`src/rtl/scl_gen_pkg.sv`:
```
package scl_gen_pkg;

  // Full SCL period in system cycles for a divisor and speed choice.
  function automatic int unsigned scl_period(
    input int unsigned ccr,
    input bit          fast,
    input int unsigned std_mult,
    input int unsigned fast_mult,
    input int unsigned spec_ccr,
    input int unsigned spec_hi,
    input int unsigned spec_lo
  );
    if (!fast)                 return std_mult * ccr;
    else if (ccr == spec_ccr)  return spec_hi + spec_lo;
    else                       return fast_mult * ccr;
  endfunction

  // Length of the high phase in system cycles.
  function automatic int unsigned scl_high(
    input int unsigned ccr,
    input bit          fast,
    input int unsigned std_mult,
    input int unsigned fast_mult,
    input int unsigned spec_ccr,
    input int unsigned spec_hi
  );
    if (!fast)                 return (std_mult * ccr) / 2;
    else if (ccr == spec_ccr)  return spec_hi;
    else                       return (fast_mult * ccr) / 2;
  endfunction

  function automatic bit ccr_ok(input int unsigned ccr, input int unsigned min_ccr);
    return ccr >= min_ccr;
  endfunction

endpackage

```
`src/rtl/scl_cfg_reg.sv`:
```
module scl_cfg_reg #(
  parameter int DIV_W   = 5,
  parameter int MIN_CCR = 3
) (
  input  logic             clk,
  input  logic             rst_n,
  input  logic             we,
  input  logic [DIV_W-1:0] div_in,
  input  logic             fast_in,
  output logic [DIV_W-1:0] ccr_q,
  output logic             fast_q,
  output logic             legal,
  output logic             restart
);
  always_ff @(posedge clk or negedge rst_n) begin
    if (!rst_n) begin
      ccr_q  <= '0;
      fast_q <= 1'b0;
    end else if (we) begin
      ccr_q  <= div_in;
      fast_q <= fast_in;
    end
  end

  assign legal   = scl_gen_pkg::ccr_ok(32'(ccr_q), MIN_CCR);
  assign restart = we;
endmodule

```
`src/rtl/scl_phase_calc.sv`:
```
module scl_phase_calc #(
  parameter int DIV_W     = 5,
  parameter int CNT_W     = 8,
  parameter int STD_MULT  = 8,
  parameter int FAST_MULT = 4,
  parameter int SPEC_CCR  = 5,
  parameter int SPEC_HI   = 4,
  parameter int SPEC_LO   = 6
) (
  input  logic [DIV_W-1:0] ccr,
  input  logic             fast,
  output logic [CNT_W-1:0] period,
  output logic [CNT_W-1:0] high_len,
  output logic [CNT_W-1:0] mid_pt
);
  generate
    if (SPEC_CCR > 0) begin : g_special
      always_comb begin
        period   = CNT_W'(scl_gen_pkg::scl_period(32'(ccr), fast, STD_MULT, FAST_MULT,
                                                  SPEC_CCR, SPEC_HI, SPEC_LO));
        high_len = CNT_W'(scl_gen_pkg::scl_high(32'(ccr), fast, STD_MULT, FAST_MULT,
                                                SPEC_CCR, SPEC_HI));
      end
    end else begin : g_plain
      always_comb begin
        period   = fast ? CNT_W'(FAST_MULT * 32'(ccr)) : CNT_W'(STD_MULT * 32'(ccr));
        high_len = period >> 1;
      end
    end
  endgenerate

  assign mid_pt = high_len >> 1;
endmodule

```
`src/rtl/scl_divider.sv`:
```
module scl_divider #(
  parameter int CNT_W = 8
) (
  input  logic             clk,
  input  logic             rst_n,
  input  logic             go,
  input  logic             restart,
  input  logic [CNT_W-1:0] period,
  input  logic [CNT_W-1:0] high_len,
  input  logic [CNT_W-1:0] mid_pt,
  output logic [CNT_W-1:0] cnt,
  output logic             running,
  output logic             scl,
  output logic             hi_stb,
  output logic             lo_stb
);
  logic             running_d;
  logic             wrap;
  logic [CNT_W-1:0] cnt_d;

  assign running_d = go && !restart;
  assign wrap      = (cnt == period - CNT_W'(1));

  always_comb begin
    if (!running_d)   cnt_d = '0;
    else if (!running) cnt_d = '0;
    else if (wrap)    cnt_d = '0;
    else              cnt_d = cnt + CNT_W'(1);
  end

  always_ff @(posedge clk or negedge rst_n) begin
    if (!rst_n) begin
      running <= 1'b0;
      cnt     <= '0;
    end else begin
      running <= running_d;
      cnt     <= cnt_d;
    end
  end

  assign scl    = !running || (cnt < high_len);
  assign hi_stb = running && (cnt == mid_pt);
  assign lo_stb = running && (cnt == high_len);
endmodule

```
`src/rtl/scl_clkgen.sv`:
```
module scl_clkgen #(
  parameter int DIV_W     = 5,
  parameter int MIN_CCR   = 3,
  parameter int STD_MULT  = 8,
  parameter int FAST_MULT = 4,
  parameter int SPEC_CCR  = 5,
  parameter int SPEC_HI   = 4,
  parameter int SPEC_LO   = 6
) (
  input  logic             clk,
  input  logic             rst_n,
  input  logic             cfg_we,
  input  logic [DIV_W-1:0] cfg_div,
  input  logic             cfg_fast,
  input  logic             run,
  output logic             scl_out,
  output logic             hi_mid_stb,
  output logic             lo_go_stb,
  output logic             cfg_err
);
  localparam int MAX_PERIOD = STD_MULT * ((1 << DIV_W) - 1);
  localparam int CNT_W      = $clog2(MAX_PERIOD + 1);

  logic [DIV_W-1:0] ccr_w;
  logic             fast_w;
  logic             legal_w;
  logic             restart_w;
  logic [CNT_W-1:0] period_w;
  logic [CNT_W-1:0] high_w;
  logic [CNT_W-1:0] mid_w;
  logic [CNT_W-1:0] cnt_w;
  logic             running_w;

  scl_cfg_reg #(.DIV_W(DIV_W), .MIN_CCR(MIN_CCR)) u_cfg (
    .clk(clk), .rst_n(rst_n), .we(cfg_we), .div_in(cfg_div), .fast_in(cfg_fast),
    .ccr_q(ccr_w), .fast_q(fast_w), .legal(legal_w), .restart(restart_w)
  );

  scl_phase_calc #(
    .DIV_W(DIV_W), .CNT_W(CNT_W), .STD_MULT(STD_MULT), .FAST_MULT(FAST_MULT),
    .SPEC_CCR(SPEC_CCR), .SPEC_HI(SPEC_HI), .SPEC_LO(SPEC_LO)
  ) u_calc (
    .ccr(ccr_w), .fast(fast_w), .period(period_w), .high_len(high_w), .mid_pt(mid_w)
  );

  scl_divider #(.CNT_W(CNT_W)) u_div (
    .clk(clk), .rst_n(rst_n), .go(run && legal_w), .restart(restart_w),
    .period(period_w), .high_len(high_w), .mid_pt(mid_w),
    .cnt(cnt_w), .running(running_w), .scl(scl_out),
    .hi_stb(hi_mid_stb), .lo_stb(lo_go_stb)
  );

  assign cfg_err = !legal_w;
endmodule

```
`config.mk`:
```
export PLATFORM = sky130hd
export DESIGN_NAME = scl_clkgen
export DESIGN_NICKNAME = d
export VERILOG_FILES = /design/src/rtl/scl_gen_pkg.sv /design/src/rtl/scl_cfg_reg.sv /design/src/rtl/scl_phase_calc.sv /design/src/rtl/scl_divider.sv /design/src/rtl/scl_clkgen.sv
export SDC_FILE = /design/constraint.sdc
export NUM_CORES = 1
export LEC_CHECK = 0
export BUFFER_PORTS_ARGS = -buffer_cell sky130_fd_sc_hd__buf_2
export CORE_ASPECT_RATIO = 1.2
export CORE_MARGIN = 2
export CORE_UTILIZATION = 52
export DETAILED_ROUTE_END_ITERATION = 8
export PLACE_DENSITY = 0.73
export SLEW_MARGIN = 25
export SYNTH_ARGS = -nofsm -noshare
export SYNTH_HDL_FRONTEND = slang
export SYNTH_SLANG_ARGS = --single-unit
export TNS_END_PERCENT = 30
```
`constraint.sdc`:
```
create_clock -name clk -period 2.5 [get_ports clk]
set_clock_uncertainty 0.05 [all_clocks]
set_input_delay 0.375 -clock clk [delete_from_list [all_inputs] [get_ports clk]]
set_output_delay 0.375 -clock clk [all_outputs]
set_load 0.05 [all_outputs]
```
; ---- Yosys cells after proc, flatten, opt, wreduce, memory -nomap -nowiden
; Cells that the tools add are included.
[word_totals]
register_bits = 15
input_bits = 10
output_inout_bits = 4
elab_cells = 27
[op_classes]
addsub = 2
n_lt_le_gt_ge = 2
eq_ne = 4
muxes = 7
reduce_logical = 8
[op_table]
columns = cell, count
row1 = 8-bit 2-to-1 mux, 5
row2 = 8-bit equality test, 2
row3 = "8-bit by 1-bit adder with 8-bit output, second input constant", 1
row4 = 8-bit by 7-bit equality test with 1-bit output, 1
row5 = 8-bit < comparator, 1
row6 = "8-bit by 1-bit subtractor with 8-bit output, second input constant", 1
row7 = 7-bit 2-to-1 mux, 1
row8 = 6-bit 2-to-1 mux, 1
row9 = "5-bit by 3-bit equality test with 1-bit output, second input constant", 1
row10 = "5-bit by 2-bit >= comparator with 1-bit output, second input constant", 1
row11 = 1-bit logical AND, 4
row12 = 1-bit zero test, 3
row13 = 1-bit logical OR, 1

; ---- Depth between registers and ports, before layout
[depth]
word_depth = 8
depth_mapped = 12
depth_no_buf = 10

; ---- Modules after synthesis
; From an unflattened synthesis, not the netlist that was laid out.
[hier_totals]
cells_unflattened = 167
area_unflattened_um2 = 1564.0
[modules_own_cells]
columns = mod, instances, cells_each, area_per_inst_um2
row1 = scl_divider, 1, 118, 1039.7
row2 = scl_cfg_reg, 1, 15, 270.3
row3 = scl_phase_calc, 1, 32, 244.0
row4 = scl_clkgen, 1, 2, 10.0

; ---- Worst setup path before layout
; Ideal clock, no wire load.
[synth_path]
path_type = register to register
start = register u_cfg.ccr_q[0]
end = register u_div.cnt[2]
arrival_ns = 2.950
path_slack_ns = -0.619
stages_incl_launch_ff = 7
synth_period_minus_slack_ns = 3.119
path_cell_list = dfrtp_1 buf_4 a2111oi_1 nor3b_1 nand2_1 a41o_2 nor2_1
[synth_via]
word_cells_on_any_way = 11
classes_between = 1 x add/sub / 1 x order compare / 2 x eq/ne / 5 x mux / 2 x reduce/logical
[synth_rtl]
columns = element, line_no
row1 = start: declaration, scl_cfg_reg.sv:10  ; output logic [DIV_W-1:0] ccr_q,
row2 = start signal: assignment, scl_cfg_reg.sv:20  ; ccr_q <= div_in;
row3 = 5-bit by 2-bit >= comparator with 1-bit output, scl_gen_pkg.sv:33  ; return ccr >= min_ccr;
row4 = 1-bit logical AND, scl_clkgen.sv:47  ; .clk(clk), .rst_n(rst_n), .go(run && legal_w), .restart(restart_w),
row5 = 1-bit logical AND, scl_divider.sv:21  ; assign running_d = go && !restart;
row6 = via u_div.running_d, scl_divider.sv:17  ; logic running_d;
row7 = 8-bit 2-to-1 mux, scl_divider.sv:25  ; if (!running_d) cnt_d = '0;
row8 = via u_div.cnt_d[2], scl_divider.sv:19  ; logic [CNT_W-1:0] cnt_d;
row9 = end signal: assignment, scl_divider.sv:37  ; cnt <= cnt_d;
row10 = end: declaration, scl_divider.sv:11  ; output logic [CNT_W-1:0] cnt,
; The timed path passes the listed nets, and every way through them passes these cells.
; A chain may end at the register's enable or synchronous reset.

; ---- Worst setup path in the final report
[layout_path]
start = register u_cfg.ccr_q[4]
end = output port scl_out
[layout_via]
elab_chain_len = 5
[layout_lines]
columns = element, line_no
row1 = 5-bit by 3-bit equality test with 1-bit output, scl_gen_pkg.sv:28  ; else if (ccr == spec_ccr) return spec_hi;
row2 = 6-bit 2-to-1 mux, scl_gen_pkg.sv:28
row3 = 8-bit 2-to-1 mux (*), scl_gen_pkg.sv:27  ; if (!fast) return (std_mult * ccr) / 2;
row4 = 8-bit < comparator (*), scl_divider.sv:41  ; assign scl = !running || (cnt < high_len);
row5 = 1-bit logical OR (*), scl_divider.sv:41
row6 = end: declaration, scl_clkgen.sv:16  ; output logic scl_out,
; Mark *: on every way between the ends. The rest lies on a longest branch, timed or not.

==> results.json <==
{
  "status": "finished with violations",
  "violations": "setup timing",
  "finalWorstSetupSlack_ps": -106,
  "cts.htree.levels": 1,
  "vias_per_cell": 5.65,
  "path_clk_slew_ps": 80,
  "numPortBuffers": 13,
  "synth_top_area_cell": "dfrtp_1",
  "drv_cap": 0,
  "ir_worst_vdd_uv": 384,
  "holdWs_ps": 251,
  "core_area_sq_mm": 0.00231,
  "wl_um": 3260,
  "diodes": 0,
  "vias": 1129,
  "yosysSeqAreaShare": 0.298,
  "syn_to_final_growth_pct": 34.7,
  "p_leak_nw": 0.726,
  "cts_sinks": 15,
  "synth_nets": 150,
  "netlist_top_cells_area": "dfrtp_1, xnor2_1, ha_1",
  "dp_slack_ps": 97.0,
  "cts_tree": "done",
  "synth-edff-count": 0,
  "dp_hpwl_um": 2110,
  "ys_top_cells_by_count": "dfrtp_1, xnor2_1, nor2_1",
  "period_minus_slack_ps": 2610,
  "finalSetupViolCount": 7,
  "cp-end-kind": "output port",
  "rsz0062_at_grt": "true",
  "clock_tree.root_cell": "clkbuf_4",
  "hold_viol": 0,
  "ant_nets": 0,
  "worst_pin_slew_ps": 428,
  "grt_pass1_wl_um": 4890,
  "antenna_found_initial": 0,
  "synthFlopType": "dfrtp_1",
  "ioPinCount": 14,
  "die_x_um": 49.0,
  "cp-start-kind": "flip-flop",
  "gp_congestion": 0.857,
  "synth_top_area_frac": 0.298,
  "cts_max_path_buffers": 2,
  "first_pass_iters": 4,
  "hold_path_class": "in2reg",
  "arrival_ps": 2180,
  "fin_nets": 187,
  "drc": 0,
  "ys_warn_count": 0,
  "synth_most_common_cell": "dfrtp_1",
  "clk_latency_ps": 290,
  "synthArstFlopShare": 1.00,
  "n_fill_cell": 174,
  "syn_avg_cell_area_sq_um": 9.48,
  "cts_buffers": 3,
  "synthCells": 133,
  "avgRoutedWirePerCell_um": 16.3,
  "die_y_um": 58.0,
  "gr-usage-all-layers": 0.226,
  "crit_fanout": 3,
  "grt_overflow": 0,
  "dieArea_sq_mm": 0.00284,
  "required_ps": 2080,
  "clock.fmax_mhz": 384,
  "grt_pass1_vias": 1091,
  "layout-drive-gt1-share": 0.444,
  "synth.cell_area_sq_mm": 0.00126,
  "ys_ff_latch": 15,
  "grt_max_degree": 16,
  "finalCritPeriodShare": 1.04,
  "criticalPathCategory": "reg2out",
  "start_util": 0.547,
  "rows": 19,
  "drv_slew": 0,
  "relSlewSlack": 0.715,
  "drt_iter0_drc": 34,
  "ys_types": 46,
  "p_per_area_mw_per_mm2": 425
}
routing by layer:
layer	track usage	vias to the layer above	share of wire
met5	0	-	0
met4	0.135	0	0.029
met3	0.0103	9	0.024
met1	0.271	554	0.42
li1	-	538	-
met2	0.405	28	0.53
cell families after synthesis:
logic type | synth area share
flops | 0.298
buf+inv | 0.0724
compound gates | 0.151
xor+xnor | 0.153
mux | 0.0724
simple gates | 0.176
fa+ha+maj | 0.0784
path summary, 6_finish.rpt:
kind	startpoint	end	slack, ps	cells past startpoint
setup / recovery	u_cfg.ccr_q[4]	scl_out	-110	11
hold reg to reg	u_div.cnt[0]	u_div.cnt[0]	530	1
setup reg to reg	u_cfg.ccr_q[4]	u_div.cnt[4]	-20	11
max in group asynchronous	rst_n	u_cfg.ccr_q[2]	1670	2
hold / removal	cfg_div[2]	u_cfg.ccr_q[2]	250	3
min in group asynchronous	rst_n	u_div.cnt[1]	460	2
state kept, by name (all words and copies together) (netlist names):
signal / flops
u_div.cnt: 8
u_cfg.ccr_q: 5
u_cfg.fast_q: 1
u_div.running: 1
cells in the final DEF, fill, tap and decap left out, types with 2 or more instances in the layout:
cell type  netlist  routed
nand4_1          2       2
dfrtp_2          0       2
and3_1           2       2
nor2b_1          2       2
nor2_1          11      11
a21oi_1          6       2
xnor2_1         14      13
clkbuf_4         0       3
buf_2            1      10
mux2_2           3       3
nand3_1          3       3
buf_6            2       7
a21oi_2          0       4
inv_1            8       7
ha_4             0       4
nand4b_1         2       2
buf_4            1      22
mux2i_1          2       2
dfrtp_1         15      13
xor2_1           8       8
o21ai_0          3       3
nand2_1         10      10
ha_1             7       2
critical path, stage by stage (launching register included):
cell and delay [ps]:
dfrtp_1 420, buf_6 140, nor3_4 190, a21oi_2 90, buf_4 160, ha_4 150
inv_2 50, a21oi_2 50, maj3_2 300, o21ai_2 120, nand2_1 80, buf_6 160
layout make-up:
type,instances,area [sq um],share of cell area
Clock buffer,4,26.3,0.0155
Inverter,8,30.0,0.0177
Multi-Input combinational cell,102,922,0.543
Sequential cell,15,378,0.222
Tap cell,31,38.8,0.0228
Timing Repair Buffer,40,304,0.179
metrics by stage:
stage          area [sq um]  total power, mW  utilization  TNS [ps]  instances
5_1_grt                1700            0.761        0.737     -1260        200
6_report               1700            0.722        0.737      -171        200
4_1_cts                1540            0.673        0.670      -192        192
2_1_floorplan          1270            0.443            -      -628        133
3_3_place_gp           1400            0.497        0.607         0        181
3_5_place_dp           1400            0.502        0.607         0        181
where the power goes:
part	switching [mW]	internal (mW)	total (mW)
registers	0.0163	0.254	0.270
clock network	0.0751	0.0620	0.137
logic	0.155	0.160	0.315
total	0.247	0.475	0.722
what timing repair did:
item | in CTS | in global routing
hold buffers | 1 | 0
setup endpoints to repair | 3 | 10
setup buffers | 6 | 8
pin swaps | 4 | 14
resized for setup | 14 | 19
endpoints found under the hold margin | 15 | 0
Note: power is estimated with default switching activity, not from simulation.
